<file path="src/rtl/bsc_seg_pkg.sv">
package bsc_seg_pkg;

   typedef enum logic [1:0] {
      CELL_ENABLE  = 2'd0,
      CELL_DATA    = 2'd1,
      CELL_OBSERVE = 2'd2
   } cell_kind_e;

   function automatic int unsigned seg_length(input int unsigned nbd, input int unsigned nout);
      return 3 * nbd + 2 * nout;
   endfunction

   // first cell of a pin: bidirectional pins take three cells, output-only two
   function automatic int unsigned pin_base(input int unsigned pin, input int unsigned nbd);
      if (pin < nbd) return 3 * pin;
      return 3 * nbd + 2 * (pin - nbd);
   endfunction

   function automatic int unsigned cell_of(input int unsigned pin, input int unsigned nbd,
                                           input cell_kind_e kind);
      return pin_base(pin, nbd) + int'(kind);
   endfunction

endpackage

</file>
<file path="src/rtl/bsc_upd_cell.sv">
module bsc_upd_cell (
   input  logic clk,
   input  logic rst_n,
   input  logic cap_en,
   input  logic shf_en,
   input  logic upd_en,
   input  logic cap_d,
   input  logic ser_d,
   output logic sr_q,
   output logic upd_q
);

   always_ff @(posedge clk or negedge rst_n) begin
      if (!rst_n)      sr_q <= 1'b0;
      else if (cap_en) sr_q <= cap_d;
      else if (shf_en) sr_q <= ser_d;
   end

   always_ff @(posedge clk or negedge rst_n) begin
      if (!rst_n)      upd_q <= 1'b0;
      else if (upd_en) upd_q <= sr_q;
   end

endmodule

</file>
<file path="src/rtl/bsc_obs_cell.sv">
module bsc_obs_cell (
   input  logic clk,
   input  logic rst_n,
   input  logic cap_en,
   input  logic shf_en,
   input  logic cap_d,
   input  logic ser_d,
   output logic sr_q
);

   always_ff @(posedge clk or negedge rst_n) begin
      if (!rst_n)      sr_q <= 1'b0;
      else if (cap_en) sr_q <= cap_d;
      else if (shf_en) sr_q <= ser_d;
   end

endmodule

</file>
<file path="src/rtl/bsc_pad_sel.sv">
module bsc_pad_sel (
   input  logic test_sel,
   input  logic highz,
   input  logic core_d,
   input  logic core_en,
   input  logic latch_d,
   input  logic latch_en,
   output logic pad_d,
   output logic pad_en
);

   always_comb begin
      pad_d  = test_sel ? latch_d : core_d;
      pad_en = highz ? 1'b0 : (test_sel ? latch_en : core_en);
   end

endmodule

</file>
<file path="src/rtl/bsc_pin_segment.sv">
module bsc_pin_segment
   import bsc_seg_pkg::*;
#(
   parameter int unsigned NUM_BIDIR = 4,
   parameter int unsigned NUM_OUT   = 2
) (
   input  logic                              tck,
   input  logic                              trst_n,
   input  logic                              dr_capture,
   input  logic                              dr_shift,
   input  logic                              dr_update,
   input  logic                              mode_test,
   input  logic                              force_clamp,
   input  logic                              force_highz,
   input  logic                              scan_in,
   output logic                              scan_out,
   input  logic [NUM_BIDIR+NUM_OUT-1:0]      core_out,
   input  logic [NUM_BIDIR+NUM_OUT-1:0]      core_oe,
   input  logic [NUM_BIDIR-1:0]              pad_in,
   output logic [NUM_BIDIR+NUM_OUT-1:0]      pad_out,
   output logic [NUM_BIDIR+NUM_OUT-1:0]      pad_oe
);

   localparam int unsigned NUM_PINS = NUM_BIDIR + NUM_OUT;
   localparam int unsigned SEG_LEN  = seg_length(NUM_BIDIR, NUM_OUT);

   if (NUM_BIDIR < 1) begin : g_bad_bidir
      $error("bsc_pin_segment: NUM_BIDIR must be at least 1");
   end
   if (SEG_LEN > 1024) begin : g_bad_len
      $error("bsc_pin_segment: chain longer than 1024 cells");
   end

   logic [SEG_LEN-1:0]  sr_bits;
   logic [SEG_LEN-1:0]  ser_next;
   logic [NUM_PINS-1:0] upd_ctl;
   logic [NUM_PINS-1:0] upd_dat;
   logic                test_sel;

   // each cell shifts from the one above it; the top cell takes scan_in
   assign ser_next = {scan_in, sr_bits[SEG_LEN-1:1]};
   assign scan_out = sr_bits[0];
   assign test_sel = mode_test | force_clamp;

   for (genvar p = 0; p < NUM_PINS; p++) begin : g_pin
      localparam int unsigned EN_IX = cell_of(p, NUM_BIDIR, CELL_ENABLE);
      localparam int unsigned DT_IX = cell_of(p, NUM_BIDIR, CELL_DATA);

      bsc_upd_cell u_en_cell (
         .clk    (tck),
         .rst_n  (trst_n),
         .cap_en (dr_capture),
         .shf_en (dr_shift),
         .upd_en (dr_update),
         .cap_d  (core_oe[p]),
         .ser_d  (ser_next[EN_IX]),
         .sr_q   (sr_bits[EN_IX]),
         .upd_q  (upd_ctl[p])
      );

      bsc_upd_cell u_dt_cell (
         .clk    (tck),
         .rst_n  (trst_n),
         .cap_en (dr_capture),
         .shf_en (dr_shift),
         .upd_en (dr_update),
         .cap_d  (core_out[p]),
         .ser_d  (ser_next[DT_IX]),
         .sr_q   (sr_bits[DT_IX]),
         .upd_q  (upd_dat[p])
      );

      if (p < NUM_BIDIR) begin : g_bidir
         localparam int unsigned OB_IX = cell_of(p, NUM_BIDIR, CELL_OBSERVE);
         bsc_obs_cell u_ob_cell (
            .clk    (tck),
            .rst_n  (trst_n),
            .cap_en (dr_capture),
            .shf_en (dr_shift),
            .cap_d  (pad_in[p]),
            .ser_d  (ser_next[OB_IX]),
            .sr_q   (sr_bits[OB_IX])
         );
      end

      bsc_pad_sel u_sel (
         .test_sel (test_sel),
         .highz    (force_highz),
         .core_d   (core_out[p]),
         .core_en  (core_oe[p]),
         .latch_d  (upd_dat[p]),
         .latch_en (upd_ctl[p]),
         .pad_d    (pad_out[p]),
         .pad_en   (pad_oe[p])
      );
   end

endmodule

</file>
<file path="config.mk">
export PLATFORM = sky130hd
export DESIGN_NAME = bsc_pin_segment
export DESIGN_NICKNAME = d
export VERILOG_FILES = /design/src/rtl/bsc_seg_pkg.sv /design/src/rtl/bsc_upd_cell.sv /design/src/rtl/bsc_obs_cell.sv /design/src/rtl/bsc_pad_sel.sv /design/src/rtl/bsc_pin_segment.sv
export SDC_FILE = /design/constraint.sdc
export NUM_CORES = 1
export LEC_CHECK = 0
export ABC_AREA = 1
export CORE_ASPECT_RATIO = 1.5
export CORE_MARGIN = 2
export CORE_UTILIZATION = 66
export CTS_CLUSTER_DIAMETER = 40
export DETAILED_ROUTE_END_ITERATION = 7
export DONT_BUFFER_PORTS = 1
export MAX_ROUTING_LAYER = met4
export PLACE_DENSITY = 0.88
export RECOVER_POWER = 100
export SETUP_SLACK_MARGIN = 0.5
export SYNTH_ARGS = -nofsm -noshare
export SYNTH_HDL_FRONTEND = slang
export SYNTH_SLANG_ARGS = --single-unit
</file>
<file path="constraint.sdc">
create_clock -name tck -period 1.6 [get_ports tck]
set_input_delay 0.24 -clock tck [delete_from_list [all_inputs] [get_ports tck]]
set_output_delay 0.24 -clock tck [all_outputs]
set_load 0.005 [all_outputs]
</file>
==> impl_metrics.toml, run 1 <==
[hold_path]
hold_class = "input port to flop"
min-delay-start = "dr_update"
hold_path_depth = 1
min_to = "g_pin[4].u_en_cell.upd_q"

[drt]
route.detailed.drc = 0
drt_first_pass_iters = 5
totalWireLength_um = 2870
drt.antenna.violating_nets = 0
via_per_inst = 5.46
vias = 1234
wl_per_cell_um = 12.7
drt-initial-drc-count = 37

[final_layout]
antenna_cells = 0
stdcell_count = 226
mostFrequentLayoutCells = "nand2_1 (75), dfrtp_1 (28), inv_1 (27), nand3_1 (25), o21ai_0 (18)"
fin_nets = 229
area_growth_pct = -1.15
mostFrequentLayoutCell = "nand2_1"
fillers = 183
layout-drive-gt1-share_pct = 6.90

[worst_setup_path]
worstSetupPathType = "flop to output pin"
r2r_cells = 4
worstReg2RegEnd = "g_pin[2].u_en_cell.upd_q"
reg2reg_slack_ns = 0.76
setup.worst_path.start_class = "flop"
worstPathArrival_ns = 0.97
critPathMaxFanout = 2
r2r_start = "g_pin[2].u_en_cell.upd_q"
endpoint_kind = "output pin"
crit_required_ns = 1.36

[clock_tree]
cts_made_buffers = 3
htree_num_levels = 1
tritoncts = "done"
clk_pin_slew_worst_paths_ns = 0.15
insertion_delay_ns = 0.33
clock_sinks = 28
clockBufferDepth = 2
cts_root_buf = "clkbuf_4"

[global_routing]
grt_util_all_layers_pct = 23.3
grt.overflow.total = 0
antenna_found_initial = 0
grt_pass1_vias = 1128
grt_max_degree = 29
grt_pass1_wl_um = 4860

[logic_synthesis]
ys_ff_latch = 28
synth_area_um2 = 1530
yosysUniqueCellTypes = 12
synth_nets = 236
syn_area_per_cell_um2 = 7.24
yosysSeqAreaShare_pct = 45.9
syn_inst = 211
ys_warn_count = 0

[sta]
finalCritPeriodShare_pct = 75.8
maxSlewHeadroom_pct = 54.5
finalCriticalPeriod_ns = 1.21
worstMarginPinSlew_ns = 0.683
report.final.slew_viol_count = 0
hold_viol_final = 0
rsz0062_at_grt = "true"
fin_skew_ns = 0.00403
totalNegativeSetupSlack_ns = 0
setup_viol = 0
fmaxAchievable_ghz = 0.825

[placement]
place_hpwl_um = 1980
gp_congestion = 0.813
placedCellCount = 214
port_buffers = 0

[die]
io_pins = 38
initial_core_util_pct = 69.2
core_area_um2 = 2210
fp.dieArea_um2 = 2720
die_h_um = 62.9
row_count = 21
die_w_um = 43.3

[job]
maxCapViolCount = 0

[outcome]
status = "finished, final reports clean"

[power]
power_leakage_nw = 0.808
p_per_area_nw_per_um2 = 931
ir_worst_vdd_v = 0.000561
==> worst max path at each step <==
stage / from / end / slack, ns / cells past startpoint
floorplan: force_clamp / pad_out[0] / 0.53 / 5
global placement: force_clamp / pad_oe[3] / 0.62 / 4
detailed placement: force_clamp / pad_oe[5] / 0.57 / 4
CTS: g_pin[5].u_en_cell.upd_q / pad_oe[5] / 0.43 / 2
global route: g_pin[2].u_dt_cell.upd_q / pad_out[2] / 0.34 / 2
finish: g_pin[1].u_dt_cell.upd_q / pad_out[1] / 0.39 / 2
==> cell usage after synthesis (all sizes together) <==
library cell   n  share of area (%)
nand2         75                 18
inv           29                7.1
dfrtp         28                 46
nand3         25                8.2
buf           21                 10
o21ai         18                5.9
nor2          15                4.3
==> metal layers <==
layer  share of wire (%)  global-route usage, %  vias up  wire length (µm)
met2                  50                   38.4       43              1430
met5                   0                      -        -                 0
met3                 5.9                   2.60        4               170
li1                    -                      -      614                 -
met4                 1.2                   6.82        0                35
met1                  43                   30.0      573              1240
==> registers in the layout, indices dropped and copies added, names as in the netlist <==
name and flops:
g_pin.g_bidir.u_ob_cell.sr_q 4, g_pin.u_dt_cell.sr_q 6, g_pin.u_dt_cell.upd_q 6, g_pin.u_en_cell.sr_q 6, g_pin.u_en_cell.upd_q 6
==> critical path: stages, from the launching register on <==
cell	delay, ns
dfrtp_1	0.36
inv_1	0.05
o21ai_0	0.23
==> cell type report <==
class	instances	area [µm²]	share of cell area [%]
Sequential cell	28	701	46.4
Multi-Input combinational cell	133	563	37.3
Inverter	29	109	7.21
Timing Repair Buffer	9	72.6	4.81
Clock buffer	4	36.3	2.40
Tap cell	23	28.8	1.91
==> through the flow <==
stage	instance area [µm²]	utilization, %	hold slack (ns)	setup WS, ns	total power [mW]
after floorplan	1530	-	-0.0556	0.528	1.06
after global placement	1410	63.8	-0.0550	0.620	1.02
after detailed placement	1410	63.8	-0.0550	0.572	1.04
after CTS	1510	68.3	0.00862	0.434	1.42
after global routing	1510	68.4	0.00900	0.339	1.49
final	1510	68.4	0.00506	0.387	1.41
==> kinds of logic (layout without fill, tap and decap cells) <==
| logic type | count (synthesis) | after routing | synth area share (%) |
|---|---|---|---|
| compound gates | 18 | 18 | 5.90 |
| flops | 28 | 28 | 45.9 |
| buf+inv | 50 | 42 | 17.3 |
| simple gates | 115 | 115 | 31.0 |
==> power breakdown <==
part	total, mW	switching (mW)	internal, mW
clock network	0.347	0.207	0.140
logic	0.222	0.130	0.0914
registers	0.838	0.0491	0.789
total	1.41	0.387	1.02
==> timing repair <==
action / in CTS / in global routing
gates resized for setup: 6 / 0
setup endpoints to repair: 12 / 12
pin swaps: 9 / 2
hold buffers: 3 / 1
endpoints found under the hold margin: 34 / 1
setup buffers: 3 / 1
Note: power is estimated with default switching activity, not from simulation.
==> inputs of run 2 (changes only) <==
--- a/config.mk
+++ b/config.mk
@@ -8,12 +8,12 @@
 export ABC_AREA = 1
 export CORE_ASPECT_RATIO = 1.5
 export CORE_MARGIN = 2
-export CORE_UTILIZATION = 66
+export CORE_UTILIZATION = 56
 export CTS_CLUSTER_DIAMETER = 40
 export DETAILED_ROUTE_END_ITERATION = 7
 export DONT_BUFFER_PORTS = 1
 export MAX_ROUTING_LAYER = met4
-export PLACE_DENSITY = 0.88
+export PLACE_DENSITY = 0.8
 export RECOVER_POWER = 100
 export SETUP_SLACK_MARGIN = 0.5
 export SYNTH_ARGS = -nofsm -noshare
==> constraint.sdc (replaced) <==
create_clock -name tck -period 1.1 [get_ports tck]
set_input_delay 0.165 -clock tck [delete_from_list [all_inputs] [get_ports tck]]
set_output_delay 0.165 -clock tck [all_outputs]
set_load 0.005 [all_outputs]
==> run 2 against run 1 <==
Largest power group unchanged. Total power grew 52%. Register-to-register slack lost 0.62 ns. The flow now finishes with violations (negative hold slack). Highest routed layer unchanged. Core utilization shrank 7.7 points.
==> impl_metrics.toml, run 2 (synthesized netlist as in run 1, its figures left out) <==
[power]
power.share.clock_pct = 25.4
power_leakage_nw = 0.833
switching_share_pct = 26.6
ir_worst_vdd_v = 0.000830
p_int_mw = 1.57
seq_power_share_pct = 57.5
pwr-share-comb_pct = 17.1
totalPowerFinal_mw = 2.13
p_sw_mw = 0.567
p_per_area_nw_per_um2 = 1330

[final_layout]
mostFrequentLayoutCells = "nand2_1 (73), dfrtp_1 (28), inv_1 (19), nand3_1 (19), nor2_1 (13)"
area_growth_pct = 5.24
fin_nets = 228
layout-drive-gt1-share_pct = 15.9
mostFrequentLayoutCell = "nand2_1"
multiInputGateArea_um2 = 614
fillers = 268
sequential_cell_area_um2 = 701
antenna_cells = 0

[outcome]
status = "complete, but fails checks"
violations = "negative hold slack"

[drt]
drt-initial-drc-count = 40
totalWireLength_um = 3080
vias = 1230
via_per_inst = 5.17
drt.antenna.violating_nets = 0
wl_per_cell_um = 12.9
drt_first_pass_iters = 4
route.detailed.drc = 0

[die]
fp.dieArea_um2 = 3170
die_h_um = 68.0
io_pins = 38
core_area_um2 = 2650
die_w_um = 46.6
row_count = 23
initial_core_util_pct = 57.7

[worst_setup_path]
critPathTopFamily = "flip-flops"
worstPathArrival_ns = 0.84
worst-path-buf-inv = 1
cp_cell_sequence = "inv_2 -> o21ai_1"
crit_path_max_incr_delay_ns = 0.35
critPathMaxFanout = 2
worst_path_max_delay_cell = "dfrtp_1"
crit_required_ns = 0.94
worstSetupPathType = "flop to output pin"
setup.worst_path.start_class = "flop"
endpoint_kind = "output pin"

[sta]
finalHoldWorstSlack_ns = -0.426
setup_viol = 0
totalNegativeSetupSlack_ns = 0
maxSlewHeadroom_pct = 76.9
fmaxAchievable_ghz = 1.00
finalCriticalPeriod_ns = 1.00
worstMarginPinSlew_ns = 0.346
hold_viol_final = 38
finalCritPeriodShare_pct = 90.9
rsz0062_at_grt = "true"
fin_skew_ns = 0.00325
report.final.slew_viol_count = 0

[clock_tree]
htree_num_levels = 1
clk_pin_slew_worst_paths_ns = 0.09
clock_sinks = 28
cts_made_buffers = 3
insertion_delay_ns = 0.27
clockBufferDepth = 2
cts_root_buf = "clkbuf_8"
tritoncts = "done"

[global_routing]
grt.overflow.total = 0
grt_max_degree = 29
grt_util_all_layers_pct = 21.7
antenna_found_initial = 0
grt_pass1_wl_um = 4730
grt_pass1_vias = 1060

[job]
maxCapViolCount = 0

[placement]
gp_congestion = 0.760
port_buffers = 0
place_hpwl_um = 2090

[hold_path]
hold_class = "input port to asynchronous set/reset pin"
## run 2: path summary, 6_finish.rpt
check	start	to	slack, ns	cells past startpoint
max	g_pin[3].u_dt_cell.upd_q	pad_out[3]	0.1	2
min	trst_n	g_pin[3].u_dt_cell.upd_q	-0.43	0
max reg2reg	g_pin[0].u_en_cell.upd_q	g_pin[0].u_en_cell.upd_q	0.14	4
min reg2reg	g_pin[3].g_bidir.u_ob_cell.sr_q	g_pin[3].g_bidir.u_ob_cell.sr_q	0.50	2
max in group asynchronous	trst_n	g_pin[2].u_dt_cell.upd_q	1.44	0
min in group tck	dr_update	g_pin[0].u_en_cell.upd_q	-0.05	1
## run 2: per-stage QoR
stage               instances  area [µm²]  utilization [%]  setup WS [ns]
global placement          228        1480             55.8          0.334
finish                    238        1610             60.7         0.0998
floorplan                 211        1600                -          0.250
detailed placement        228        1480             55.8          0.330
CTS                       236        1600             60.3          0.114
global route              238        1610             60.7         0.0636
## run 2: layer usage
layer	wire, µm	vias to the layer above	GRT usage (%)
met5	0	-	-
met4	61	0	10.8
met1	1360	572	27.6
li1	-	611	-
met3	168	5	3.17
met2	1490	42	33.3
## run 2: final cells by class
type	count	area share, %
Multi-Input combinational cell	133	38.2
Inverter	29	7.24
Tap cell	37	2.88
Clock buffer	3	2.57
Sequential cell	28	43.6
Timing Repair Buffer	8	5.53
## run 2: timing repair
action	CTS	global route
hold endpoints to repair	40	40
pin swaps	33	24
endpoints found under the setup margin	41	41
gates resized for setup	27	17
gates cloned	0	0
setup buffers	5	2
## run 2: power groups by stage
stage	logic (mW)	clock network (mW)	registers, mW
global route	0.418	0.584	1.24
finish	0.364	0.542	1.23
floorplan	0.347	0	1.22
CTS	0.360	0.557	1.22
detailed placement	0.282	0	1.24
global placement	0.271	0	1.24
==> inputs of run 3 (changes only) <==
--- a/config.mk
+++ b/config.mk
@@ -8,13 +8,14 @@
 export ABC_AREA = 1
 export CORE_ASPECT_RATIO = 1.5
 export CORE_MARGIN = 2
-export CORE_UTILIZATION = 56
+export CORE_UTILIZATION = 59
+export CTS_BUF_LIST = sky130_fd_sc_hd__clkbuf_8
 export CTS_CLUSTER_DIAMETER = 40
 export DETAILED_ROUTE_END_ITERATION = 7
 export DONT_BUFFER_PORTS = 1
-export MAX_ROUTING_LAYER = met4
-export PLACE_DENSITY = 0.8
+export PLACE_DENSITY = 0.84
 export RECOVER_POWER = 100
+export REMOVE_ABC_BUFFERS = 1
 export SETUP_SLACK_MARGIN = 0.5
 export SYNTH_ARGS = -nofsm -noshare
 export SYNTH_HDL_FRONTEND = slang
==> run 3 against run 2 <==
The run still ends with negative hold slack left. Non-clock buffer count rose by 3. Clock power rose by 2%. Fmax rose by 0.87%. Clock skew rose by 0.0033 ns. Combinational power rose by 4%. Design area fell by 1.9%. Register-to-register slack barely moved. Die area fell by 4.7%. Critical path depth did not move.
==> impl_metrics.toml, run 3 (synthesized netlist as in run 1, its figures left out) <==
[outcome]
status = "complete, but fails checks"
violations = "negative hold slack"

[sta]
finalCriticalPeriod_ns = 0.992
totalNegativeSetupSlack_ns = 0
finalCritPeriodShare_pct = 90.1
finalHoldWorstSlack_ns = -0.426
rsz0062_at_grt = "true"
fmaxAchievable_ghz = 1.01
setup_viol = 0
postLayoutSetupSlackWorst_ns = 0.108
worstMarginPinSlew_ns = 0.359
report.final.slew_viol_count = 0
maxSlewHeadroom_pct = 76.0
fin_skew_ns = 0.00659
hold_viol_final = 37

[clock_tree]
tritoncts = "done"
clockBufferDepth = 2
cts_made_buffers = 3
htree_num_levels = 1
clock_sinks = 28
cts_root_buf = "clkbuf_8"
clk_pin_slew_worst_paths_ns = 0.09
insertion_delay_ns = 0.27

[drt]
route.detailed.drc = 0
totalWireLength_um = 3110
wl_per_cell_um = 13.6
drt-initial-drc-count = 27
drt_first_pass_iters = 4
via_per_inst = 5.37
vias = 1224
drt.antenna.violating_nets = 0

[die]
io_pins = 38
initial_core_util_pct = 62.4
core_area_um2 = 2450
fp.dieArea_um2 = 3020
row_count = 22
die_w_um = 45.5
die_h_um = 66.3

[worst_setup_path]
worstPathArrival_ns = 0.83
endpoint_kind = "output pin"
cpMostUsedCell = "nor2_1"
setup.worst_path.start_class = "flop"
critPathTopFamily = "flip-flops"
reg2reg_slack_ns = 0.13
critPathMaxFanout = 2
worst_path_max_delay_cell = "dfrtp_1"
worstSetupPathType = "flop to output pin"
crit_required_ns = 0.94
cp_cell_sequence = "nor2_1 -> nor2_1"
worst-path-buf-inv = 0
crit_path_max_incr_delay_ns = 0.40

[hold_path]
hold_class = "input port to asynchronous set/reset pin"

[final_layout]
fin_nets = 231
stdcell_count = 228
antenna_cells = 0
layout-drive-gt1-share_pct = 15.7
mostFrequentLayoutCell = "nand2_1"
mostFrequentLayoutCells = "nand2_1 (73), dfrtp_1 (28), nand3_1 (23), inv_1 (17), nor2_1 (13)"
area_growth_pct = 3.28

[placement]
place_hpwl_um = 2100
port_buffers = 0
gp_congestion = 0.797
pre_cts_ws_ns = 0.269
placedCellCount = 215

[power]
power_leakage_nw = 0.827
seq_power_share_pct = 56.8
power.share.clock_pct = 25.6
switching_share_pct = 26.9
p_sw_mw = 0.580
p_per_area_nw_per_um2 = 1370
ir_worst_vdd_v = 0.000998
pwr-share-comb_pct = 17.6
p_int_mw = 1.58

[job]
maxCapViolCount = 0

[global_routing]
grt_pass1_wl_um = 5300
antenna_found_initial = 0
grt_util_all_layers_pct = 23.9
grt_max_degree = 29
grt_pass1_vias = 1207
grt.overflow.total = 0
[run 3: changes by cell type in the layout (fill, tap and decap cells not counted), sizes merged]
cell | previous run | this run
buf | 5 | 7
clkbuf | 4 | 5
[run 3: metrics by stage]
stage	cell area [µm²]	total power [mW]	util, %
2_1_floorplan	1370	1.44	-
3_3_place_gp	1420	1.49	58.1
3_5_place_dp	1420	1.51	58.1
4_1_cts	1520	2.12	61.9
5_1_grt	1580	2.27	64.4
6_report	1580	2.16	64.4
[run 3: what timing repair did]
action                                  4_1_cts  5_1_grt
resized for setup                            23       26
pin swaps                                    39       20
buffers inserted                              5        5
endpoints found under the setup margin       41       41
hold endpoints to repair                     39       40
[run 3: final timing paths]
check                                                     start                               to  cells past startpoint
worst max register to register         g_pin[2].u_en_cell.upd_q         g_pin[2].u_en_cell.upd_q                      4
max in group asynchronous                                trst_n         g_pin[4].u_en_cell.upd_q                      0
worst min-delay path                                     trst_n  g_pin[0].g_bidir.u_ob_cell.sr_q                      0
worst min register to register  g_pin[1].g_bidir.u_ob_cell.sr_q  g_pin[1].g_bidir.u_ob_cell.sr_q                      2
worst max-delay path                   g_pin[2].u_en_cell.upd_q                        pad_oe[2]                      2
min in group tck                                      dr_update         g_pin[5].u_en_cell.upd_q                      1
[run 3: power groups by stage]
stage               registers, mW  clock network, mW  logic (mW)
finish                       1.23              0.552       0.379
detailed placement           1.24                  0       0.276
floorplan                    1.22                  0       0.219
CTS                          1.22              0.562       0.339
global placement             1.23                  0       0.263
global route                 1.24              0.595       0.437
[run 3: routing by layer]
layer | share of wire [%] | up-vias | GRT usage, % | routed length, µm
li1 | - | 618 | - | -
met1 | 43 | 577 | 29.2 | 1330
met2 | 51 | 24 | 37.5 | 1580
met3 | 4.9 | 5 | 5.74 | 152
met4 | 1.5 | 0 | 12.9 | 46
met5 | 0 | - | 0 | 0
[run 3: worst register-to-register path, cell delays in order, from the launching register on]
cell             delay [ns]
dfrtp_1                0.40
clkdlybuf4s25_1        0.27
buf_6                  0.12
inv_2                  0.03
o21ai_1                0.06
[run 3: cell type report]
class | count | area, µm²
inverters | 29 | 109
flip-flops and latches | 28 | 701
clock buffers | 3 | 41.3
multi-input cells | 133 | 586
repair buffers | 11 | 111
fillers | 228 | 872
well taps | 24 | 30.0
